<file path="src/rtl/dxl_pkg.sv">
package dxl_pkg;

    typedef enum logic [1:0] {
        MODE_KERN = 2'd0,
        MODE_EXEC = 2'd1,
        MODE_SUPV = 2'd2,
        MODE_USER = 2'd3
    } mode_e;

    typedef enum logic [2:0] {
        FLT_NONE   = 3'd0,
        FLT_PROT   = 3'd1,
        FLT_TRAP   = 3'd2,
        FLT_MISS   = 3'd3,
        FLT_PTMISS = 3'd4
    } fault_e;

    typedef enum logic [1:0] {
        OUT_HIT  = 2'd0,
        OUT_MISS = 2'd1,
        OUT_VIOL = 2'd2
    } outcome_e;

    // first field is the most significant flag bit
    typedef struct packed {
        logic miss;
        logic bad_va;
        logic wr_trap;
        logic rd_trap;
        logic viol;
        logic wr;
    } mmflags_t;

    localparam int NUM_KIND = 3;
    localparam int NUM_CNT  = 2 * NUM_KIND;
    localparam int SPAGE_TAG = 2;

    function automatic mode_e pick_mode(input logic priv, input logic use_alt,
                                        input mode_e cur, input mode_e alt);
        if (!priv)
            return cur;
        return use_alt ? alt : MODE_KERN;
    endfunction

endpackage

</file>
<file path="src/rtl/dxl_check.sv">
module dxl_check
    import dxl_pkg::*;
#(
    parameter int VA_W  = 43,
    parameter int PG_W  = 13,
    parameter int PFN_W = 28,
    localparam int PA_W = PFN_W + PG_W
) (
    input  logic [VA_W-1:0]  vaddr,
    input  logic             write,
    input  logic             altmode,
    input  logic             ptefetch,
    input  mode_e            cur_mode,
    input  mode_e            alt_mode,
    input  logic             priv_pc,
    input  logic             spage_on,
    input  logic             va_ok,
    input  logic             tlb_hit,
    input  logic [PFN_W-1:0] tlb_pfn,
    input  logic [3:0]       rd_en,
    input  logic [3:0]       wr_en,
    input  logic             rd_trap,
    input  logic             wr_trap,
    output fault_e           fault,
    output mmflags_t         flags,
    output outcome_e         outcome,
    output logic [PA_W-1:0]  paddr
);

    mode_e eff_mode;
    logic  in_spage;

    assign eff_mode = pick_mode(priv_pc, altmode, cur_mode, alt_mode);
    assign in_spage = spage_on && (vaddr[VA_W-1 -: 2] == 2'(SPAGE_TAG));

    always_comb begin
        flags    = '0;
        flags.wr = write;
        fault    = FLT_NONE;
        outcome  = OUT_HIT;
        paddr    = {tlb_pfn, vaddr[PG_W-1:0]};
        if (!va_ok) begin
            flags.bad_va = 1'b1;
            flags.viol   = 1'b1;
            fault        = FLT_TRAP;
            outcome      = OUT_VIOL;
        end else if (in_spage) begin
            paddr = vaddr[PA_W-1:0];
            if (cur_mode != MODE_KERN) begin
                flags.viol = 1'b1;
                fault      = FLT_PROT;
                outcome    = OUT_VIOL;
            end
        end else if (!tlb_hit) begin
            flags.miss = 1'b1;
            fault      = ptefetch ? FLT_PTMISS : FLT_MISS;
            outcome    = OUT_MISS;
        end else if (write) begin
            if (!wr_en[eff_mode]) begin
                flags.viol    = 1'b1;
                flags.wr_trap = wr_trap;
                fault         = FLT_TRAP;
                outcome       = OUT_VIOL;
            end else if (wr_trap) begin
                flags.wr_trap = 1'b1;
                fault         = FLT_TRAP;
                outcome       = OUT_VIOL;
            end
        end else begin
            if (!rd_en[eff_mode]) begin
                flags.viol    = 1'b1;
                flags.rd_trap = rd_trap;
                fault         = FLT_PROT;
                outcome       = OUT_VIOL;
            end else if (rd_trap) begin
                flags.rd_trap = 1'b1;
                fault         = FLT_TRAP;
                outcome       = OUT_VIOL;
            end
        end
    end

endmodule

</file>
<file path="src/rtl/dxl_status.sv">
module dxl_status
    import dxl_pkg::*;
#(
    parameter int VA_W  = 43,
    parameter int PG_W  = 13,
    parameter int FVA_W = 64,
    localparam int VPN_W = VA_W - PG_W,
    localparam int WORD_W = 6 + 5 + $bits(mmflags_t)
) (
    input  logic              clk,
    input  logic              rst,
    input  logic              fault_ev,
    input  logic [VA_W-1:0]   vaddr,
    input  logic [5:0]        opcode,
    input  logic [4:0]        rdst,
    input  mmflags_t          flags,
    input  logic [FVA_W-1:0]  pt_base,
    input  logic              va_rd,
    output logic [VA_W-1:0]   st_va,
    output logic [WORD_W-1:0] st_word,
    output logic [FVA_W-1:0]  st_fva,
    output logic              locked
);

    logic             capture;
    logic [VPN_W-1:0] vpn;

    assign capture = fault_ev && !locked;
    assign vpn     = vaddr[VA_W-1:PG_W];

    always_ff @(posedge clk) begin
        if (rst) begin
            st_va   <= '0;
            st_word <= '0;
            st_fva  <= '0;
            locked  <= 1'b0;
        end else begin
            if (capture) begin
                st_va   <= vaddr;
                st_word <= {opcode, rdst, flags};
                st_fva  <= pt_base | (FVA_W'(vpn) << 3);
            end
            if (capture)
                locked <= 1'b1;
            else if (va_rd)
                locked <= 1'b0;
        end
    end

endmodule

</file>
<file path="src/rtl/dxl_counters.sv">
module dxl_counters
    import dxl_pkg::*;
#(
    parameter int CNT_W = 16
) (
    input  logic             clk,
    input  logic             rst,
    input  logic             ev_valid,
    input  logic             ev_write,
    input  outcome_e         ev_kind,
    output logic [CNT_W-1:0] cnt [NUM_CNT]
);

    logic [2:0] sel;
    assign sel = ev_write ? 3'(NUM_KIND) + 3'(ev_kind) : 3'(ev_kind);

    for (genvar g = 0; g < NUM_CNT; g++) begin : g_cnt
        always_ff @(posedge clk) begin
            if (rst)
                cnt[g] <= '0;
            else if (ev_valid && sel == 3'(g))
                cnt[g] <= cnt[g] + 1'b1;
        end
    end

endmodule

</file>
<file path="src/rtl/dxlate_unit.sv">
module dxlate_unit
    import dxl_pkg::*;
#(
    parameter int VA_W  = 43,
    parameter int PG_W  = 13,
    parameter int PFN_W = 28,
    parameter int FVA_W = 64,
    parameter int CNT_W = 16,
    localparam int PA_W = PFN_W + PG_W
) (
    input  logic             clk,
    input  logic             rst,
    input  logic             req_valid,
    input  logic [VA_W-1:0]  req_vaddr,
    input  logic             req_write,
    input  logic             req_altmode,
    input  logic             req_ptefetch,
    input  logic [5:0]       req_opcode,
    input  logic [4:0]       req_rdst,
    input  logic [1:0]       cur_mode,
    input  logic [1:0]       alt_mode,
    input  logic             priv_pc,
    input  logic             spage_on,
    input  logic             va_ok,
    input  logic             tlb_hit,
    input  logic [PFN_W-1:0] tlb_pfn,
    input  logic [3:0]       tlb_rd_en,
    input  logic [3:0]       tlb_wr_en,
    input  logic             tlb_rd_trap,
    input  logic             tlb_wr_trap,
    input  logic [FVA_W-1:0] pt_base,
    input  logic             va_rd,
    output logic             rsp_valid,
    output logic [2:0]       rsp_fault,
    output logic [PA_W-1:0]  rsp_paddr,
    output logic [VA_W-1:0]  fst_va,
    output logic [16:0]      fst_word,
    output logic [FVA_W-1:0] fst_fva,
    output logic             fst_locked,
    output logic [CNT_W-1:0] rd_hits,
    output logic [CNT_W-1:0] rd_misses,
    output logic [CNT_W-1:0] rd_viol,
    output logic [CNT_W-1:0] rd_acc,
    output logic [CNT_W-1:0] wr_hits,
    output logic [CNT_W-1:0] wr_misses,
    output logic [CNT_W-1:0] wr_viol,
    output logic [CNT_W-1:0] wr_acc,
    output logic [CNT_W-1:0] all_hits,
    output logic [CNT_W-1:0] all_misses,
    output logic [CNT_W-1:0] all_viol,
    output logic [CNT_W-1:0] all_acc
);

    fault_e           c_fault;
    mmflags_t         c_flags;
    outcome_e         c_kind;
    logic [PA_W-1:0]  c_paddr;
    logic [CNT_W-1:0] cnt [NUM_CNT];

    dxl_check #(.VA_W(VA_W), .PG_W(PG_W), .PFN_W(PFN_W)) i_check (
        .vaddr    (req_vaddr),
        .write    (req_write),
        .altmode  (req_altmode),
        .ptefetch (req_ptefetch),
        .cur_mode (mode_e'(cur_mode)),
        .alt_mode (mode_e'(alt_mode)),
        .priv_pc  (priv_pc),
        .spage_on (spage_on),
        .va_ok    (va_ok),
        .tlb_hit  (tlb_hit),
        .tlb_pfn  (tlb_pfn),
        .rd_en    (tlb_rd_en),
        .wr_en    (tlb_wr_en),
        .rd_trap  (tlb_rd_trap),
        .wr_trap  (tlb_wr_trap),
        .fault    (c_fault),
        .flags    (c_flags),
        .outcome  (c_kind),
        .paddr    (c_paddr)
    );

    dxl_status #(.VA_W(VA_W), .PG_W(PG_W), .FVA_W(FVA_W)) i_status (
        .clk      (clk),
        .rst      (rst),
        .fault_ev (req_valid && c_fault != FLT_NONE),
        .vaddr    (req_vaddr),
        .opcode   (req_opcode),
        .rdst     (req_rdst),
        .flags    (c_flags),
        .pt_base  (pt_base),
        .va_rd    (va_rd),
        .st_va    (fst_va),
        .st_word  (fst_word),
        .st_fva   (fst_fva),
        .locked   (fst_locked)
    );

    dxl_counters #(.CNT_W(CNT_W)) i_counters (
        .clk      (clk),
        .rst      (rst),
        .ev_valid (req_valid),
        .ev_write (req_write),
        .ev_kind  (c_kind),
        .cnt      (cnt)
    );

    always_ff @(posedge clk) begin
        if (rst) begin
            rsp_valid <= 1'b0;
            rsp_fault <= FLT_NONE;
            rsp_paddr <= '0;
        end else begin
            rsp_valid <= req_valid;
            rsp_fault <= c_fault;
            rsp_paddr <= c_paddr;
        end
    end

    assign rd_hits    = cnt[0];
    assign rd_misses  = cnt[1];
    assign rd_viol    = cnt[2];
    assign wr_hits    = cnt[NUM_KIND + 0];
    assign wr_misses  = cnt[NUM_KIND + 1];
    assign wr_viol    = cnt[NUM_KIND + 2];
    assign rd_acc     = rd_hits + rd_misses + rd_viol;
    assign wr_acc     = wr_hits + wr_misses + wr_viol;
    assign all_hits   = rd_hits + wr_hits;
    assign all_misses = rd_misses + wr_misses;
    assign all_viol   = rd_viol + wr_viol;
    assign all_acc    = rd_acc + wr_acc;

endmodule

</file>
<file path="config.mk">
export PLATFORM = sky130hd
export DESIGN_NAME = dxlate_unit
export DESIGN_NICKNAME = d
export VERILOG_FILES = /design/src/rtl/dxl_pkg.sv /design/src/rtl/dxl_check.sv /design/src/rtl/dxl_status.sv /design/src/rtl/dxl_counters.sv /design/src/rtl/dxlate_unit.sv
export SDC_FILE = /design/constraint.sdc
export NUM_CORES = 1
export LEC_CHECK = 0
export CAP_MARGIN = 20
export CORE_AREA = 2 2 210 212
export CTS_BUF_LIST = sky130_fd_sc_hd__clkbuf_8
export DETAILED_ROUTE_END_ITERATION = 7
export DIE_AREA = 0 0 212 214
export DONT_BUFFER_PORTS = 1
export PLACE_DENSITY = 0.48
export SETUP_SLACK_MARGIN = 0.5
export SKIP_CTS_REPAIR_TIMING = 1
export SYNTH_ARGS = -nofsm -noshare
export SYNTH_HDL_FRONTEND = slang
export SYNTH_SLANG_ARGS = --single-unit
</file>
<file path="constraint.sdc">
create_clock -name clk -period 14.25 [get_ports clk]
set_clock_uncertainty 0.15 [all_clocks]
set_input_delay 2.85 -clock clk [delete_from_list [all_inputs] [get_ports clk]]
set_output_delay 2.85 -clock clk [all_outputs]
set_load 0.005 [all_outputs]
</file>
# Yosys cells after proc, flatten, opt, wreduce, memory -nomap -nowiden

Cells that the tools add are included.

Add/subtract/negate cells: 15
Magnitude comparators: 1
Eq/ne operators: 6
Mux-type cells: 49
Bitwise gates (word level): 1
Reduce and logical (&&, ||, !) cells: 14

Operators with widths:

| kind                                                                         | count |
|---|---|
| 16-bit adder                                                                 | 8 |
| 16-bit by 1-bit adder with 16-bit output, second input constant              | 6 |
| 41-bit two-way mux                                                           | 2 |
| 64-bit by 33-bit OR with 64-bit output                                       | 1 |
| 2-bit two-way mux                                                            | 15 |
| 3-bit two-way mux                                                            | 9 |
| 1-bit two-way mux                                                            | 21 |
| 1-bit logical AND                                                            | 9 |
| 3-bit by 2-bit equality test with 1-bit output, second input constant        | 2 |
| 3-bit equality test, second input constant                                   | 2 |
| 1-bit binary-select mux with 2-bit select                                    | 2 |
| 2-bit nonzero test                                                           | 2 |
| 2-bit by 2-bit adder with 3-bit output, first input constant                 | 1 |
| 3-bit by 1-bit equality test with 1-bit output, second input constant        | 1 |
| 3-bit logical NOT                                                            | 1 |
| 2-bit by 3-bit less-than comparator with 1-bit output, second input constant | 1 |
| 3-bit nonzero test                                                           | 1 |
| 2-bit equality test, second input constant                                   | 1 |
| 1-bit logical NOT                                                            | 1 |

Register bits after elaboration: 266
Input port bits: 171
Output and inout bits: 362
Word-level logic and storage cells: 99

# Longest topological paths before layout

Depth after elaboration: 13
Gate-level depth with buffers: 18
Depth with buffers taken out: 18

# Hierarchy

Synthesis repeated with hierarchy kept, for this count alone.

Cell total of the unflattened synthesis: 1862
Area total of the unflattened synthesis: 15562.4 um2

By module, submodules not included:

| module       | times used | cells each | area each (um2) | sequential area each (um2) |
|---|---|---|---|---|
| dxlate_unit  | 1          | 680        | 5838.1          | 900.9 |
| dxl_counters | 1          | 543        | 4638.2          | 1921.8 |
| dxl_status   | 1          | 543        | 4349.2          | 2502.4 |
| dxl_check    | 1          | 96         | 737.0           | 0.0 |

# Least setup slack after synthesis

No wires, ideal clock.

Kind: reg2out
From: register i_counters.cnt[33] (netlist name)
To: output port all_acc[15]
Arrival: 3902 ps
Data required time: 11250 ps
Setup slack: 7348 ps
Stages on the path, launching flop included: 17
Buffers on the path: 0
Cell sequence: dfxtp_1 -> inv_1 -> fa_1 -> inv_1 -> ha_1 -> fa_1 -> a21oi_1 -> nor2b_1 -> nor2_1 -> xnor2_1 -> ha_1 -> nor3_1 -> o41a_1 -> a2111oi_1 -> o221ai_1 -> o21ai_0 -> xnor2_1

Cells in the longest elaborated chain, start to end: 3

RTL lines:

| element                           | RTL line           | RTL |
|---|---|---|
| from (decl)                       | dxl_counters.sv:11 | `output logic [CNT_W-1:0] cnt [NUM_CNT]` |
| from (signal, indexed assignment) | dxl_counters.sv:22 | `cnt[g] <= cnt[g] + 1'b1;` |
| 16-bit adder (2 in a row)         | dxlate_unit.sv:126 | `assign wr_acc = wr_hits + wr_misses + wr_viol;` |
| named net wr_acc[5]               | dxlate_unit.sv:47  | `output logic [CNT_W-1:0] wr_acc,` |
| 16-bit adder                      | dxlate_unit.sv:130 | `assign all_acc = rd_acc + wr_acc;` |
| to (decl)                         | dxlate_unit.sv:51  | `output logic [CNT_W-1:0] all_acc` |

The timed path passes the listed nets, and every way through them passes these cells.

# Worst setup path in the final report

Same ends and word-level chain as after synthesis.

==> run_results.csv <==
group,metric,value,unit
synthesis,synth_top_cell_by_area,"dfxtp_1",
clock_tree,clock_latency,0.59,ns
worst_setup_path,crit_path_start_kind,"flop",
place,io_buffer_count,0,
timing,fmax,120,MHz
place,gp_congestion,0.958,
place,place_ws,6.63,ns
grt,antenna_found_initial,0,
final_layout,mostFrequentLayoutCells,"306 x nand2_1, 266 x dfxtp_1, 188 x nor2_1, 186 x a21oi_1, 95 x ha_1",
clock_tree,cts_root_buf,"clkbuf_8",
worst_hold_path,hold_path_depth,2,
power_and_ir_drop,peakVddDrop,0.0716,mV
synthesis,synth_ff_type,"dfxtp_1",
floorplanning,fp.dieW,212,um
worst_setup_path,crit_path_end_kind,"output port",
timing,drv_slew,0,
status,status,"completed",
worst_hold_path,hold_start,"i_status.st_word[15]",
synthesis,syn-mean-instance-area,8.16,um2
worst_setup_path,worstPathRequired,11.25,ns
place,place_hpwl,40900,um
timing,setup_viol,0,
worst_hold_path,holdPathEnd,"i_status.st_word[15]",
route,via_per_inst,5.31,
route,ant_nets,0,
timing,fin_tns_setup,0,ns
floorplanning,start_util,34.4,%
synthesis,ys_seq_area_share,36.1,%
worst_setup_path,timing.rr.end,"i_status.st_va[7]",
worst_setup_path,critPathKind,"reg2out",
final_layout,nets,2100,
worst_setup_path,crit_arrival,5.31,ns
place,placed_area,0.0153,mm2
worst_setup_path,rr_startpoint,"i_status.locked",
final_layout,final_area,0.0164,mm2
synthesis,synth-seq-cells,266,
timing,finalCritPeriodShare,58.3,%
grt,grt_pass1_wl,78400,um
clock_tree,cts_buffers,48,
route,drt-initial-drc-count,944,
synthesis,synth_fp_nets,2110,
grt,grt_pass1_vias,12100,
clock_tree,clkTransAtPathRegs,0.06,ns
route,wl,53100,um
worst_setup_path,r2r_setup_slack,11.35,ns
worst_setup_path,crit_start,"i_counters.cnt[33]",
timing,timing.final.ws_setup,5.94,ns
clock_tree,cts.htree.levels,2,
timing,finalWorstPathRequiredPeriod,8.31,ns
worst_setup_path,rr_worst_depth,5,
worst_hold_path,hold_path_class,"reg2reg",
synthesis,async_reset_ff_share,0,%
timing,tightestPinTransition,0.865,ns
synthesis,syn_area,0.0148,mm2
worst_setup_path,critPathMaxFanout,7,
power_and_ir_drop,p_per_area,104,mW/mm2
clock_tree,cts.sinks,266,
floorplanning,io_pins,533,
clock_tree,cts_tree,"done",
floorplanning,rows,76,
synthesis,synth_edf_count,0,
timing,hold_viol,0,
clock_tree,clock_path_buffers,3,
synthesis,synth_top_area_share,36.1,%
flow_run,maxCapViolCount,0,
synthesis,synthCells,1808,
timing,relSlewSlack,42.3,%
final_layout,drive_above_1_share,5.29,%
final_layout,synthToLayoutAreaGrowth,11.1,%
grt,overflow,0,
route,wl_per_cell,22.0,um
synthesis,synthTopCellsByArea,"dfxtp_1 36%, ha_1 8.1%, nand2_1 7.8%",
final_layout,fill_cells,4469,
timing,rsz0062_at_grt,"false",
floorplanning,die_h,214,um
synthesis,synth_cell_types,64,
route,drt-pass1-iter-count,5,
route,drcViolationCount,0,
floorplanning,core,0.0429,mm2
grt,grt_usage,22.7,%
synthesis,yosys_warnings,0,
floorplanning,dieArea,0.0454,mm2
power_and_ir_drop,leakage,0.00686,uW
route,vias,12900,
final_layout,layout_commonest_cell,"nand2_1",
grt,grt_max_degree,267,
==> per-stage QoR <==
step           hold slack (ns)  power, uW  cells  utilization, %
2_1_floorplan            0.303        902   1808               -
3_5_place_dp             0.313        927   2330            35.6
3_3_place_gp             0.308        925   2330            35.6
6_report                 0.324       1700   2420            38.2
4_1_cts                  0.321       1720   2416            38.1
5_1_grt                  0.338       1770   2419            38.2
==> critical path: stages (launching register included) <==
cell and delay [ns]:
dfxtp_1 0.46, inv_1 0.14, fa_1 0.55, inv_1 0.04, ha_1 0.23, fa_1 0.43
xor2_1 0.23, ha_1 0.36, nand2_1 0.06, o21ai_0 0.37, nor4_1 0.12, o41a_1 0.44
a2111oi_1 0.57, o221ai_1 0.29, o21ai_0 0.28, xnor2_1 0.17
==> synth_stat cells (7+ instances only) <==
master	n
a211oi_1	8
a21o_1	22
a21oi_1	186
and2_1	13
and3_1	18
clkbuf_1	61
dfxtp_1	266
fa_1	36
ha_1	95
inv_1	60
mux2i_1	7
nand2_1	306
nand3_1	56
nand4_1	21
nor2_1	188
nor2b_1	33
nor3_1	87
nor4_1	7
o21ai_0	42
o21bai_1	7
or2_2	7
or3_1	21
xnor2_1	84
xor2_1	72
==> how the worst max path moves through the flow <==
stage	endpoint	slack (ns)	cells past startpoint
after floorplan	all_acc[15]	7.35	16
after global placement	all_acc[15]	6.73	15
after detailed placement	all_acc[15]	6.63	15
after CTS	all_acc[15]	5.96	15
after global routing	all_acc[15]	5.65	15
final	all_acc[15]	5.94	15
==> area by class of cell <==
class                   instances  area, um2  area share [%]
well taps                     585        732            4.46
inverters                      60        225            1.37
multi-input cells            1413       8950            54.6
diodes                          1       2.50          0.0153
flip-flops and latches        266       5330            32.5
clock inverters                25        213            1.30
repair buffers                  9        105           0.641
clock buffers                  61        840            5.12
==> power by group <==
group	leakage [uW]	switching (uW)	internal, uW
Clock	0.000595	332	457
Combinational	0.00409	59.8	34.8
Sequential	0.00218	35.8	780
Total	0.00686	428	1270
==> state kept, by name (all words and copies together), names as in the netlist <==
signal	flops
i_counters.cnt	96
i_status.st_va	43
i_status.st_fva	64
rsp_fault	3
rsp_valid	1
i_status.st_word	17
i_status.locked	1
rsp_paddr	41
==> routing by layer <==
metal	track usage (%)	vias up	wire length (um)
met1	30.6	6138	23700
li1	-	6170	-
met5	0	-	0
met4	6.78	0	1320
met2	35.9	475	24100
met3	5.57	78	4080
==> cell families (layout without fill, tap and decap cells) <==
logic type / count (synthesis) / after routing / share of synthesized area (%)
fa+ha+maj: 131 / 131 / 12.9
mux: 7 / 7 / 0.475
buf+inv: 129 / 155 / 3.33
simple gates: 787 / 787 / 24.2
compound gates: 330 / 330 / 13.4
other cells: 0 / 1 / 0
flops: 266 / 266 / 36.1
xor+xnor: 158 / 158 / 9.56
(Power assumes the default switching activity.)
